`src/rtl/uirq_pkg.sv`:
```
package uirq_pkg;
  localparam int NSRC = 7;
  localparam int EN_W = 10;

  // source indices
  localparam int SRC_RLS  = 0;
  localparam int SRC_RDA  = 1;
  localparam int SRC_CTI  = 2;
  localparam int SRC_THRE = 3;
  localparam int SRC_MSI  = 4;
  localparam int SRC_ABTO = 5;
  localparam int SRC_ABEO = 6;

  // enable bit positions
  localparam int EN_RDA  = 0;
  localparam int EN_THRE = 1;
  localparam int EN_RLS  = 2;
  localparam int EN_MSI  = 3;
  localparam int EN_CTS  = 7;
  localparam int EN_ABTO = 8;
  localparam int EN_ABEO = 9;
  localparam logic [EN_W-1:0] EN_MASK = 10'h38F;

  // identification fields
  localparam int IDB_ABEO = 8;
  localparam int IDB_ABTO = 9;

  typedef enum logic [2:0] {
    CODE_MSI  = 3'b000,
    CODE_THRE = 3'b001,
    CODE_RDA  = 3'b010,
    CODE_RLS  = 3'b011,
    CODE_CTI  = 3'b110
  } irq_code_e;
endpackage

```
`src/rtl/uirq_enable.sv`:
```
module uirq_enable
  import uirq_pkg::*;
#(
  parameter int ADDR_W  = 2,
  parameter int DATA_W  = 32,
  parameter int EN_ADDR = 0
) (
  input  logic              clk,
  input  logic              rst_n,
  input  logic              wr_en,
  input  logic [ADDR_W-1:0] reg_addr,
  input  logic [DATA_W-1:0] wdata,
  output logic [EN_W-1:0]   en_q
);
  localparam logic [ADDR_W-1:0] A_EN = ADDR_W'(EN_ADDR);

  always_ff @(posedge clk or negedge rst_n) begin
    if (!rst_n)
      en_q <= '0;
    else if (wr_en && reg_addr == A_EN)
      en_q <= wdata[EN_W-1:0] & EN_MASK;
  end
endmodule

```
`src/rtl/uirq_pending.sv`:
```
module uirq_pending
  import uirq_pkg::*;
#(
  parameter int N = NSRC
) (
  input  logic         clk,
  input  logic         rst_n,
  input  logic [N-1:0] evt,
  input  logic [N-1:0] clr,
  input  logic [N-1:0] rd_clr,
  output logic [N-1:0] pend
);
  for (genvar i = 0; i < N; i++) begin : g_flag
    always_ff @(posedge clk or negedge rst_n) begin
      if (!rst_n)
        pend[i] <= 1'b0;
      else if (evt[i])
        pend[i] <= 1'b1;
      else if (clr[i] || rd_clr[i])
        pend[i] <= 1'b0;
    end
  end
endmodule

```
`src/rtl/uirq_gate.sv`:
```
module uirq_gate
  import uirq_pkg::*;
(
  input  logic [EN_W-1:0] en_q,
  input  logic            auto_cts,
  input  logic [NSRC-1:0] pend,
  output logic [NSRC-1:0] masked
);
  logic [NSRC-1:0] eff;

  always_comb begin
    eff           = '0;
    eff[SRC_RLS]  = en_q[EN_RLS];
    eff[SRC_RDA]  = en_q[EN_RDA];
    eff[SRC_CTI]  = en_q[EN_RDA];
    eff[SRC_THRE] = en_q[EN_THRE];
    eff[SRC_MSI]  = en_q[EN_MSI] & (~auto_cts | en_q[EN_CTS]);
    eff[SRC_ABTO] = en_q[EN_ABTO];
    eff[SRC_ABEO] = en_q[EN_ABEO];
    masked        = pend & eff;
  end
endmodule

```
`src/rtl/uirq_prio.sv`:
```
module uirq_prio
  import uirq_pkg::*;
#(
  parameter int DATA_W = 32
) (
  input  logic [NSRC-1:0]   masked,
  output logic [DATA_W-1:0] ident
);
  irq_code_e code;

  always_comb begin
    if (masked[SRC_RLS])       code = CODE_RLS;
    else if (masked[SRC_RDA])  code = CODE_RDA;
    else if (masked[SRC_CTI])  code = CODE_CTI;
    else if (masked[SRC_THRE]) code = CODE_THRE;
    else                       code = CODE_MSI;
    ident           = '0;
    ident[0]        = ~|masked;
    ident[3:1]      = code;
    ident[IDB_ABEO] = masked[SRC_ABEO];
    ident[IDB_ABTO] = masked[SRC_ABTO];
  end
endmodule

```
`src/rtl/uart_irq_ident.sv`:
```
module uart_irq_ident
  import uirq_pkg::*;
#(
  parameter int ADDR_W  = 2,
  parameter int DATA_W  = 32,
  parameter int EN_ADDR = 0,
  parameter int ID_ADDR = 1
) (
  input  logic              clk,
  input  logic              rst_n,
  input  logic [ADDR_W-1:0] reg_addr,
  input  logic              wr_en,
  input  logic              rd_en,
  input  logic [DATA_W-1:0] wdata,
  output logic [DATA_W-1:0] rdata,
  input  logic [NSRC-1:0]   src_evt,
  input  logic [NSRC-1:0]   src_clr,
  input  logic              auto_cts,
  output logic              irq
);
  localparam logic [ADDR_W-1:0] A_EN = ADDR_W'(EN_ADDR);
  localparam logic [ADDR_W-1:0] A_ID = ADDR_W'(ID_ADDR);

  logic [EN_W-1:0]   en_q;
  logic [NSRC-1:0]   pend, masked, rd_clr;
  logic [DATA_W-1:0] ident_live, ident_q;
  logic              rd_id, rd_id_d, rd_start;

  assign rd_id    = rd_en && (reg_addr == A_ID);
  assign rd_start = rd_id && !rd_id_d;

  always_comb begin
    rd_clr           = '0;
    rd_clr[SRC_THRE] = rd_start && !ident_q[0] && (ident_q[3:1] == CODE_THRE);
  end

  uirq_enable #(.ADDR_W(ADDR_W), .DATA_W(DATA_W), .EN_ADDR(EN_ADDR)) u_en (
    .clk(clk), .rst_n(rst_n), .wr_en(wr_en), .reg_addr(reg_addr),
    .wdata(wdata), .en_q(en_q)
  );

  uirq_pending #(.N(NSRC)) u_pend (
    .clk(clk), .rst_n(rst_n), .evt(src_evt), .clr(src_clr),
    .rd_clr(rd_clr), .pend(pend)
  );

  uirq_gate u_gate (
    .en_q(en_q), .auto_cts(auto_cts), .pend(pend), .masked(masked)
  );

  uirq_prio #(.DATA_W(DATA_W)) u_prio (
    .masked(masked), .ident(ident_live)
  );

  // snapshot frozen for the length of an identification read
  always_ff @(posedge clk or negedge rst_n) begin
    if (!rst_n) begin
      ident_q <= DATA_W'(1);
      rd_id_d <= 1'b0;
    end else begin
      rd_id_d <= rd_id;
      if (!rd_id) ident_q <= ident_live;
    end
  end

  assign irq = ~ident_q[0];

  always_comb begin
    rdata = '0;
    if (reg_addr == A_EN)      rdata = DATA_W'(en_q);
    else if (reg_addr == A_ID) rdata = ident_q;
  end
endmodule

```
`config.mk`:
```
export PLATFORM = sky130hd
export DESIGN_NAME = uart_irq_ident
export DESIGN_NICKNAME = d
export VERILOG_FILES = /design/src/rtl/uirq_pkg.sv /design/src/rtl/uirq_enable.sv /design/src/rtl/uirq_pending.sv /design/src/rtl/uirq_gate.sv /design/src/rtl/uirq_prio.sv /design/src/rtl/uart_irq_ident.sv
export SDC_FILE = /design/constraint.sdc
export NUM_CORES = 1
export LEC_CHECK = 0
export BUFFER_PORTS_ARGS = -buffer_cell sky130_fd_sc_hd__buf_2
export CORE_MARGIN = 2
export CORE_UTILIZATION = 44
export CTS_BUF_LIST = sky130_fd_sc_hd__clkbuf_4 sky130_fd_sc_hd__clkbuf_8
export CTS_CLUSTER_SIZE = 10
export DETAILED_ROUTE_END_ITERATION = 16
export PLACE_DENSITY = 0.86
export SLEW_MARGIN = 20
export SYNTH_ARGS = -nofsm -noshare
export SYNTH_HDL_FRONTEND = slang
export SYNTH_SLANG_ARGS = --single-unit
```
`constraint.sdc`:
```
create_clock -name clk -period 4 [get_ports clk]
set_input_delay 0.6 -clock clk [delete_from_list [all_inputs] [get_ports clk]]
set_output_delay 0.6 -clock clk [all_outputs]
set_load 0.01 [all_outputs]
```
==> metrics <==
clock root cell clkbuf_4; placer congestion estimate 0.7785; Internal 0.0003398 W; CORE AREA 2500 um2; Cell Area, Synth 1161 um2; CTS buffer count 3; Final Cell Area 1287 um2; fin crit share 47.52%; endpoint type of the worst setup path output pin; Area after DPL 1257 um2; crit-path cells buf_2 > mux2i_1 > nor2_1 > buf_2; Min Hold Slack 0.2368 ns; Setup Buffers After CTS 0; grt total ovfl 0; share of cells above drive strength 1 33.56%; peak supply drop 0.2301 mV; Synth top area share 43.10%; syn_area_per_cell 10.56 um2; overall routed net length 2146 um; DRC violations left 0; vias in the first global route 769; DR iter-0 viols 12; n_diodes 0; vias 838; CP Class input pin to output pin; Area growth, synth to finish 10.88%; setup violators final 0; Static Leak 0.7158 nW; drt wl/cell 12.19 um; Hold-fix buffers, CTS 0; CTS tree done; Clock Latency Late Sink 0.30 ns; Initial Util 46.45%; Worst R2R End u_pend.pend[3]$_DFFE_PN0P_; pre-CTS WS 2.089 ns; Switching Power 0.0001435 W; Total Die Area 3066 um2; Cell variety after synth 25; # IOs 86; Post-synth EDFFs 0; cell taking the most area after synthesis dfrtp_1; Worst Path Arrival 1.30 ns; post-route setup slack 2.099 ns; Flop pwr share 55.5%; Row Count 18; reg-to-reg critical path startpoint ident_q[3]$_DFFE_PN0P_; initial antenna violation count 0; post-layout min period 1.901 ns; Clk network pwr share 22.1%; pin count of the biggest net entering global routing 22; Total Routing Usage GR 13.78%; Main synth FF type dfrtp_1; crit-path most repeated cell buf_2; Net Sw Frac 29.69%; count leader, synth buf_4; Post-Synthesis Cells 110; DR vias/cell 4.761; run status completed; NumNets Final 200; remaining antenna violation count 0; ys async rst share 100.0%; Fmax 0.5261 GHz; PortBufs 35; crit-path max FO 9; Logic pwr share 22.3%; post-synthesis sequential area ratio 45.37%; skew final 0.001540 ns; crit path from reg_addr[0]; Final HPWL DP 1777 um; synth cell count leaders buf_4, dfrtp_1, inv_1, mux2_2, nor2_1; R2R Setup Slk 2.57 ns; Synth Register Bits 21; H-tree depth 1; Die W 55.37 um; DR pass1 iterations 4; post-cts gate resize count 0; clk slew on worst S/H paths 0.11 ns; global-route wire length before repair 3477 um; path depth of the worst reg2reg path 3; Clock Path Buffers 2; CP delay by family, top buffers and inverters; # clock sinks 21; CP Launch Type input pin; die height 55.37 um; Worst Path Buf+Inv 2; worst hold path type input pin to async pin; synth top area cells dfrtp_1, buf_4, mux2_2; CP max-delay cell buf_2; Final Max Slew Viols 0; Yosys Warn Count 0; Power Total 0.0004833 W; final hold violations 0; Worst EP required 3.40 ns; RSZ-0062 raised after global routing false; Pwr per Cell Area 375.4 nW/um2; Setup TNS 0 ns; slowest cell delay on critical path 0.26 ns; max-cap viol count 0
-- per-layer routing --
| layer | part of all wire, % | vias to the layer above | track usage [%] |
|---|---|---|---|
| met5 | 0 | - | 0 |
| met2 | 54 | 44 | 26.02 |
| met4 | 0 | 0 | 3.136 |
| met3 | 6.0 | 0 | 1.874 |
| met1 | 40 | 405 | 16.37 |
| li1 | - | 389 | - |
-- kinds of logic (layout without fill, tap and decap cells) --
kind of cell	Yosys count	in the layout	synth area share [%]
other cells	1	25	0.3230
simple gates	24	24	12.39
mux	13	13	11.96
compound gates	15	15	9.268
buf+inv	36	48	20.69
flops	21	21	45.37
-- final cells by class --
type,count,area [um2]
clock buffer,4,30.03
tap,30,37.54
sequential,21,526.8
multi-input combinational,77,484.2
inverter,9,33.78
fill,229,1212
timing repair buffer,35,175.2
-- placed cells by master (no fill, tap or decap), types with 2 or more instances in the layout --
master    instances
a21o_1            6
nand2_1           6
buf_2            35
o21ai_0           2
clkbuf_4          4
nor2b_1           2
dfrtp_1          20
nand3_1           4
nor2_1            7
a21oi_1           2
mux2i_1           6
conb_1           25
mux2_2            7
inv_1             9
-- worst max-delay path by stage --
stage | cells after the start | to | slack [ns]
detailed placement | 4 | rdata[2] | 2.09
finish | 4 | rdata[2] | 2.10
global placement | 4 | rdata[1] | 2.12
global route | 4 | rdata[0] | 2.05
CTS | 4 | rdata[2] | 2.09
floorplan | 2 | rdata[7] | 2.30
-- sequential cells by signal, indices dropped and copies added (netlist names) --
register,flops
u_en.en_q,7
ident_q,6
rd_id_d,1
u_pend.pend,7
-- worst reg2reg max path, cell delays in order (launching register included) --
cell and delay (ns):
dfrtp_1 0.42, or4b_1 0.53, o311ai_1 0.27, nand2b_1 0.10
-- stage by stage --
step | util, % | instances
after floorplan | - | 134
after global routing | 51.50 | 176
after global placement | 50.30 | 172
final | 51.50 | 176
after CTS | 51.50 | 176
after detailed placement | 50.30 | 172
-- power by group through the flow --
stage / Clock [W] / Combinational [W] / Sequential (W)
after global routing: 0.000118 / 0.000119 / 0.000272
after detailed placement: 0 / 0.000109 / 0.000272
after CTS: 0.000111 / 0.000109 / 0.000268
final: 0.000107 / 0.000108 / 0.000268
after global placement: 0 / 0.000103 / 0.000269
after floorplan: 0 / 0.0000925 / 0.000263
Note: power is estimated with default switching activity, not from simulation.
